File: src/rtl/ralu_pkg.sv
package ralu_pkg;

    typedef enum logic [2:0] {
        OP_AND = 3'b000,
        OP_OR  = 3'b001,
        OP_ADD = 3'b010,
        OP_SUB = 3'b110,
        OP_SLT = 3'b111
    } alu_op_e;

    typedef enum logic [1:0] {
        PICK_AND  = 2'b00,
        PICK_OR   = 2'b01,
        PICK_SUM  = 2'b10,
        PICK_LESS = 2'b11
    } cell_pick_e;

    typedef struct packed {
        logic res;
        logic sum;
        logic cout;
    } cell_out_t;

endpackage

File: src/rtl/ralu_slice.sv
module ralu_slice
    import ralu_pkg::*;
(
    input  logic       a_i,
    input  logic       b_i,
    input  logic       neg_i,
    input  logic       cin_i,
    input  logic       less_i,
    input  logic [1:0] pick_i,
    output logic       res_o,
    output logic       sum_o,
    output logic       cout_o
);

    cell_out_t cell_d;
    logic      b_eff;

    always_comb begin
        b_eff       = b_i ^ neg_i;
        cell_d.sum  = a_i ^ b_eff ^ cin_i;
        cell_d.cout = (a_i & b_eff) | (a_i & cin_i) | (b_eff & cin_i);
        case (cell_pick_e'(pick_i))
            PICK_AND:  cell_d.res = a_i & b_i;
            PICK_OR:   cell_d.res = a_i | b_i;
            PICK_SUM:  cell_d.res = cell_d.sum;
            default:   cell_d.res = less_i;
        endcase
    end

    assign res_o  = cell_d.res;
    assign sum_o  = cell_d.sum;
    assign cout_o = cell_d.cout;

endmodule

File: src/rtl/ralu_msb_slice.sv
module ralu_msb_slice
    import ralu_pkg::*;
(
    input  logic       a_i,
    input  logic       b_i,
    input  logic       neg_i,
    input  logic       cin_i,
    input  logic [1:0] pick_i,
    output logic       res_o,
    output logic       cout_o,
    output logic       ovf_o,
    output logic       set_o
);

    logic sum_w;
    logic b_eff;

    ralu_slice u_cell (
        .a_i    (a_i),
        .b_i    (b_i),
        .neg_i  (neg_i),
        .cin_i  (cin_i),
        .less_i (1'b0),
        .pick_i (pick_i),
        .res_o  (res_o),
        .sum_o  (sum_w),
        .cout_o (cout_o)
    );

    always_comb begin
        b_eff = b_i ^ neg_i;
        ovf_o = (a_i == b_eff) && (sum_w != a_i);
        set_o = sum_w ^ ovf_o;
    end

endmodule

File: src/rtl/ralu_zero_det.sv
module ralu_zero_det #(
    parameter int WIDTH = 32
) (
    input  logic [WIDTH-1:0] vec_i,
    output logic             zero_o
);

    assign zero_o = ~(|vec_i);

endmodule

File: src/rtl/ripple_alu.sv
module ripple_alu
    import ralu_pkg::*;
#(
    parameter int WIDTH = 32
) (
    input  logic [2:0]       op_sel,
    input  logic [WIDTH-1:0] opnd_a,
    input  logic [WIDTH-1:0] opnd_b,
    output logic [WIDTH-1:0] result,
    output logic             zero_flag,
    output logic             ovf_flag,
    output logic             carry_out
);

    localparam int MSB = WIDTH - 1;

    logic             neg_w;
    logic [1:0]       pick_w;
    logic             carry [WIDTH+1];
    logic [MSB:0]     res_w;
    logic [MSB-1:0]   sum_unused;
    logic             less_fb;
    logic             ovf_w;

    assign neg_w    = op_sel[2];
    assign pick_w   = op_sel[1:0];
    assign carry[0] = neg_w;

    for (genvar i = 0; i < MSB; i++) begin : g_cell
        logic less_w;
        if (i == 0) begin : g_low
            assign less_w = less_fb;
        end else begin : g_hi
            assign less_w = 1'b0;
        end
        ralu_slice u_cell (
            .a_i    (opnd_a[i]),
            .b_i    (opnd_b[i]),
            .neg_i  (neg_w),
            .cin_i  (carry[i]),
            .less_i (less_w),
            .pick_i (pick_w),
            .res_o  (res_w[i]),
            .sum_o  (sum_unused[i]),
            .cout_o (carry[i+1])
        );
    end

    ralu_msb_slice u_top (
        .a_i    (opnd_a[MSB]),
        .b_i    (opnd_b[MSB]),
        .neg_i  (neg_w),
        .cin_i  (carry[MSB]),
        .pick_i (pick_w),
        .res_o  (res_w[MSB]),
        .cout_o (carry[WIDTH]),
        .ovf_o  (ovf_w),
        .set_o  (less_fb)
    );

    ralu_zero_det #(.WIDTH(WIDTH)) u_zero (
        .vec_i  (res_w),
        .zero_o (zero_flag)
    );

    assign result    = res_w;
    assign ovf_flag  = ovf_w;
    assign carry_out = carry[WIDTH];

    always_comb begin

        zero_flag_chk: assert (zero_flag == (result == '0))
            else $error("zero flag disagrees with result");
        if (op_sel == OP_AND) begin

            and_res_chk: assert (result == (opnd_a & opnd_b))
                else $error("AND result wrong");
        end
        if (op_sel == OP_OR) begin

            or_res_chk: assert (result == (opnd_a | opnd_b))
                else $error("OR result wrong");
        end
        if (op_sel == OP_SLT) begin

            slt_upper_chk: assert (result[MSB:1] == '0)
                else $error("compare result has upper bits set");
        end
        if (op_sel == OP_ADD && opnd_a[MSB] != opnd_b[MSB]) begin

            no_overflow_chk: assert (!ovf_flag)
                else $error("overflow on mixed-sign add");
        end
        if (op_sel == OP_SUB && opnd_a == opnd_b) begin

            sub_equal_chk: assert (zero_flag && carry_out && !ovf_flag)
                else $error("equal subtract flags wrong");
        end
    end

endmodule

File: config.mk
export PLATFORM = sky130hd
export DESIGN_NAME = ripple_alu
export DESIGN_NICKNAME = d
export VERILOG_FILES = /design/src/rtl/ralu_pkg.sv /design/src/rtl/ralu_slice.sv /design/src/rtl/ralu_msb_slice.sv /design/src/rtl/ralu_zero_det.sv /design/src/rtl/ripple_alu.sv
export SDC_FILE = /design/constraint.sdc
export NUM_CORES = 1
export LEC_CHECK = 0
export BUFFER_PORTS_ARGS = -buffer_cell sky130_fd_sc_hd__buf_2
export CORE_MARGIN = 2
export CORE_UTILIZATION = 45
export DETAILED_ROUTE_END_ITERATION = 12
export PLACE_DENSITY = 0.79
export SKIP_LAST_GASP = 1
export SLEW_MARGIN = 30
export SYNTH_ARGS = -nofsm -noshare
export SYNTH_HDL_FRONTEND = slang
export SYNTH_SLANG_ARGS = --single-unit
File: constraint.sdc
create_clock -name vclk -period 17.7
set_input_delay 0.885 -clock vclk [all_inputs]
set_output_delay 0.885 -clock vclk [all_outputs]
set_load 0.1 [all_outputs]
==> flow_summary_export.csv, run 1 <==
group,metric,value,unit
route,drt-total-wl,4.954,mm
global_routing,first_global_vias,1822,
worst_setup_path,crit_required,16820,ps
power_and_ir_drop,p_leak,1.141,nW
route,vias,1728,
synth,ys_warn_count,0,
worst_setup_path,crit_path_top_delay_cell,"fa_1",
floorplanning,core,4384,µm²
timing,timing.fmax,0.06575,GHz
worst_hold_path,hp-class,"input port to output port",
route,wl_per_cell,14.88,µm
power_and_ir_drop,power_density,69.81,nW/µm²
timing,worst_pin_slew,713.8,ps
finish,design.seq.count,0,
worst_setup_path,endpoint_kind,"output port",
finish,clkbuf_count,0,
finish,fin_nets,383,
route,drtIter0Drc,35,
global_routing,grt_use_total,19.53,%
synth,ys_top_cells_by_count,"32 x buf_4, 32 x fa_1, 29 x xor2_1, 27 x maj3_1, 20 x a22o_1",
timing,slew_violations,0,
placement,place.gp.congestion,0.7980,
synth,synthesis.instances,224,
worst_setup_path,cpPeakStageDelay,440,ps
floorplanning,die_y,71.76,µm
job,max-cap-violations,0,
finish,drive_gt1_share,38.79,%
global_routing,grt-ovfl-total,0,
global_routing,grt_max_degree,35,
timing,finalHoldViolCount,0,
floorplanning,die_area,5149,µm²
finish,area_delta_synth_final,13.75,%
synth,avgSynthCellArea,9.222,µm²
worst_setup_path,cpLargestDelayFamily,"adder cells",
timing,whs,2343,ps
timing,max_slew_margin,52.41,%
timing,finalSetupTns,0,ps
floorplanning,die_x,71.76,µm
synth,synth.distinct_cells,30,
route,vias_per_cell,5.189,
worst_setup_path,cp.arrival,14330,ps
timing,finalCriticalPeriod,15210,ps
power_and_ir_drop,ir_drop,0.02694,mV
worst_setup_path,cp_common_cell,"fa_1",
floorplanning,row_count,24,
synth,synth.area.top_cells,"fa_1 31%, maj3_1 13%, xor2_1 12%, buf_4 12%, a22o_1 8.5%",
synth,synth_largest_area_cell,"fa_1",
status,status,"completed",
finish,seq_area,0,µm²
global_routing,antenna_found_initial,0,
clocking,post_cts_buffers,0,
floorplanning,io_pins,102,
route,dr.pass1.iters,4,
worst_setup_path,critical_path_buf_inv_count,4,
clocking,ctsHoldBuffers,0,
route,antenna_left,0,
timing,rsz0062_at_grt,"no",
placement,hpwlAfterDp,4.225,mm
timing,setup_viol,0,
clocking,cts_resized,0,
synth,seq_area_frac_synth,0,%
worst_setup_path,startpoint_type,"input port",
timing,finalCritPeriodShare,85.93,%
worst_setup_path,crit_fanout,14,
finish,antenna_cells,0,
synth,synth_area,2066,µm²
synth,synthesis.nets,324,
route,drc_errors,0,
floorplanning,start_util,47.12,%
worst_setup_path,path_class,"input port to output port",
synth,yosysTopAreaCellShare,31.01,%
global_routing,grt_pass1_wl,8.273,mm
placement,portBuffers,102,
[worst min-delay path: stages]
cell     delay [ps]
buf_2           120
nand3_1          90
nand3_1          70
buf_2           290
[final cells by class]
cell class	count	area, µm²
well taps	52	65.06
inverters	14	52.55
fillers	416	2034
repair buffers	104	525.5
multi-input cells	163	1707
[final timing paths]
path,from,endpoint,slack [ps],depth (start not counted)
worst max-delay path,op_sel[2],zero_flag,2490,39
worst min-delay path,opnd_b[29],result[29],2340,4
[through the flow]
step           instances  utilization, %  cell area (µm²)  total power [mW]  setup slack, ps
5_1_grt              333           53.60             2350            0.1748             2046
3_3_place_gp         333           53.48             2345            0.1608             2673
3_5_place_dp         333           53.60             2350            0.1648             2524
6_report             333           53.60             2350            0.1640             2490
4_1_cts              333           53.60             2350            0.1650             2487
2_1_floorplan        224               -             2066            0.1450             2380
[power by group]
group          leakage, nW  switching (mW)  total [mW]  internal, mW
Clock                    0               0           0             0
Sequential               0               0           0             0
Combinational         1.14           0.122       0.164        0.0418
Total                 1.14           0.122       0.164        0.0418
[logic make-up after synthesis]
group / Yosys count / synth area share [%]
simple gates: 33 / 8.904
mux: 2 / 0.9691
buf+inv: 61 / 17.75
fa+ha+maj: 63 / 46.34
xor+xnor: 32 / 13.57
compound gates: 33 / 12.48
[layout by cell type, fill, tap and decap left out]
cell / count
nand3_1: 4
o21ai_0: 7
maj3_2: 3
maj3_1: 27
nor4b_2: 1
nor2_1: 2
nand2_1: 13
or3_1: 1
o2111ai_1: 2
inv_1: 14
a22oi_1: 1
fa_1: 32
xor2_1: 29
buf_4: 2
nor2b_1: 1
a2bb2oi_1: 2
nor2b_4: 1
a21oi_1: 1
nand2b_1: 1
or4_1: 3
a22o_1: 20
xnor2_1: 3
nor4_1: 3
nand4b_1: 2
mux2i_1: 2
and4_1: 1
ha_1: 1
buf_2: 102
[metal layers]
layer  track usage (%)  vias to the layer above  part of all wire, %
met1             26.29                      818                   41
met5                 0                        -                    0
met2             35.91                       59                   52
met3            0.7032                        6                  5.8
li1                  -                      845                    -
met4             2.306                        0                  1.4
No activity file was read; power rests on OpenSTA's default activity.
==> run 2, diff against run 1 <==
--- a/config.mk
+++ b/config.mk
@@ -9,7 +9,9 @@
 export CORE_MARGIN = 2
 export CORE_UTILIZATION = 45
 export DETAILED_ROUTE_END_ITERATION = 12
+export GPL_ROUTABILITY_DRIVEN = 0
 export PLACE_DENSITY = 0.79
+export REMOVE_ABC_BUFFERS = 1
 export SKIP_LAST_GASP = 1
 export SLEW_MARGIN = 30
 export SYNTH_ARGS = -nofsm -noshare
==> flow_summary_export.csv, run 2 (synthesized netlist as in run 1, its figures left out) <==
group,metric,value,unit
status,status,"completed",
worst_setup_path,endpoint_kind,"output port",
route,wl_per_cell,13.91,µm
timing,setup_viol,0,
placement,place_ws,2163,ps
timing,finalHoldViolCount,0,
route,drc_errors,0,
clocking,cts_resized,0,
worst_setup_path,cp_common_cell,"fa_1",
global_routing,grt_pass1_wl,7.859,mm
global_routing,grt_use_total,18.30,%
power_and_ir_drop,internal-power,40.81,µW
power_and_ir_drop,ir_drop,0.04064,mV
finish,drive_gt1_share,38.57,%
placement,hpwlAfterDp,3.783,mm
finish,final_cell_mix,"102 x buf_2, 32 x fa_1, 29 x xor2_1",
worst_hold_path,hp-class,"input port to output port",
route,drt-total-wl,4.618,mm
timing,worst_pin_slew,896.3,ps
route,drtIter0Drc,47,
timing,finalSetupTns,0,ps
floorplanning,core,4384,µm²
floorplanning,start_util,47.12,%
worst_setup_path,crit_fanout,32,
finish,final_area,2337,µm²
worst_setup_path,cpPeakStageDelay,680,ps
power_and_ir_drop,comb_power_share,100.0,%
floorplanning,die_x,71.76,µm
global_routing,grt_max_degree,35,
timing,finalCritPeriodShare,87.60,%
timing,rsz0062_at_grt,"no",
floorplanning,die_y,71.76,µm
power_and_ir_drop,p_sw,120.8,µW
worst_setup_path,cp.arrival,14620,ps
power_and_ir_drop,p_sw_share,74.74,%
route,vias,1753,
power_and_ir_drop,p_leak,1.129,nW
job,max-cap-violations,0,
route,dr.pass1.iters,4,
power_and_ir_drop,clkPwrFrac,0,%
timing,max_slew_margin,40.25,%
worst_setup_path,startpoint_type,"input port",
placement,portBuffers,102,
placement,dpl-instance-area,2337,µm²
global_routing,antenna_found_initial,0,
global_routing,first_global_vias,1740,
timing,setup_ws,2194,ps
floorplanning,row_count,24,
route,vias_per_cell,5.280,
finish,mostFrequentLayoutCell,"buf_2",
floorplanning,die_area,5149,µm²
power_and_ir_drop,power,161.6,µW
worst_setup_path,critical_path_buf_inv_count,4,
power_and_ir_drop,power_density,69.13,nW/µm²
worst_setup_path,crit_required,16820,ps
finish,seq_area,0,µm²
clocking,post_cts_buffers,0,
worst_setup_path,path_class,"input port to output port",
clocking,ctsHoldBuffers,0,
timing,finalCriticalPeriod,15510,ps
finish,design.seq.count,0,
timing,slew_violations,0,
finish,area_delta_synth_final,13.14,%
timing,timing.fmax,0.06449,GHz
worst_setup_path,crit_path_top_delay_cell,"buf_2",
route,antenna_left,0,
worst_setup_path,cpLargestDelayFamily,"adder cells",
finish,fin_nets,382,
placement,place_inst,332,
finish,final_cells,332,
power_and_ir_drop,pwr-share-seq,0,%
floorplanning,io_pins,102,
finish,clkbuf_count,0,
finish,antenna_cells,0,
global_routing,grt-ovfl-total,0,
==> run 2: final cells by class <==
class                      count  area [µm²]
inverter                      14       52.55
multi-input combinational    163        1702
fill                         408        2047
tap                           52       65.06
timing repair buffer         103       518.0
==> run 2: worst paths after layout <==
kind | endpoint | startpoint | slack (ps) | depth (start not counted)
max | zero_flag | op_sel[2] | 2190 | 39
min | result[29] | opnd_b[29] | 2350 | 4
==> run 2: power by group through the flow <==
stage / Sequential [mW] / Combinational (mW) / Clock, mW
2_1_floorplan: 0 / 0.127 / 0
3_3_place_gp: 0 / 0.160 / 0
3_5_place_dp: 0 / 0.163 / 0
4_1_cts: 0 / 0.163 / 0
5_1_grt: 0 / 0.173 / 0
6_report: 0 / 0.162 / 0
==> run 2: per-stage QoR <==
step	hold WS, ps	util [%]
floorplan	2221	-
detailed placement	2348	53.31
global route	2378	53.31
global placement	2343	53.31
finish	2348	53.31
CTS	2349	53.31
==> run 2: layer usage <==
layer | track usage (%) | vias to the layer above | wire [µm]
li1 | - | 846 | -
met1 | 26.45 | 830 | 2107
met2 | 31.17 | 75 | 2187
met3 | 1.547 | 2 | 311
met4 | 1.677 | 0 | 12
met5 | 0 | - | 0
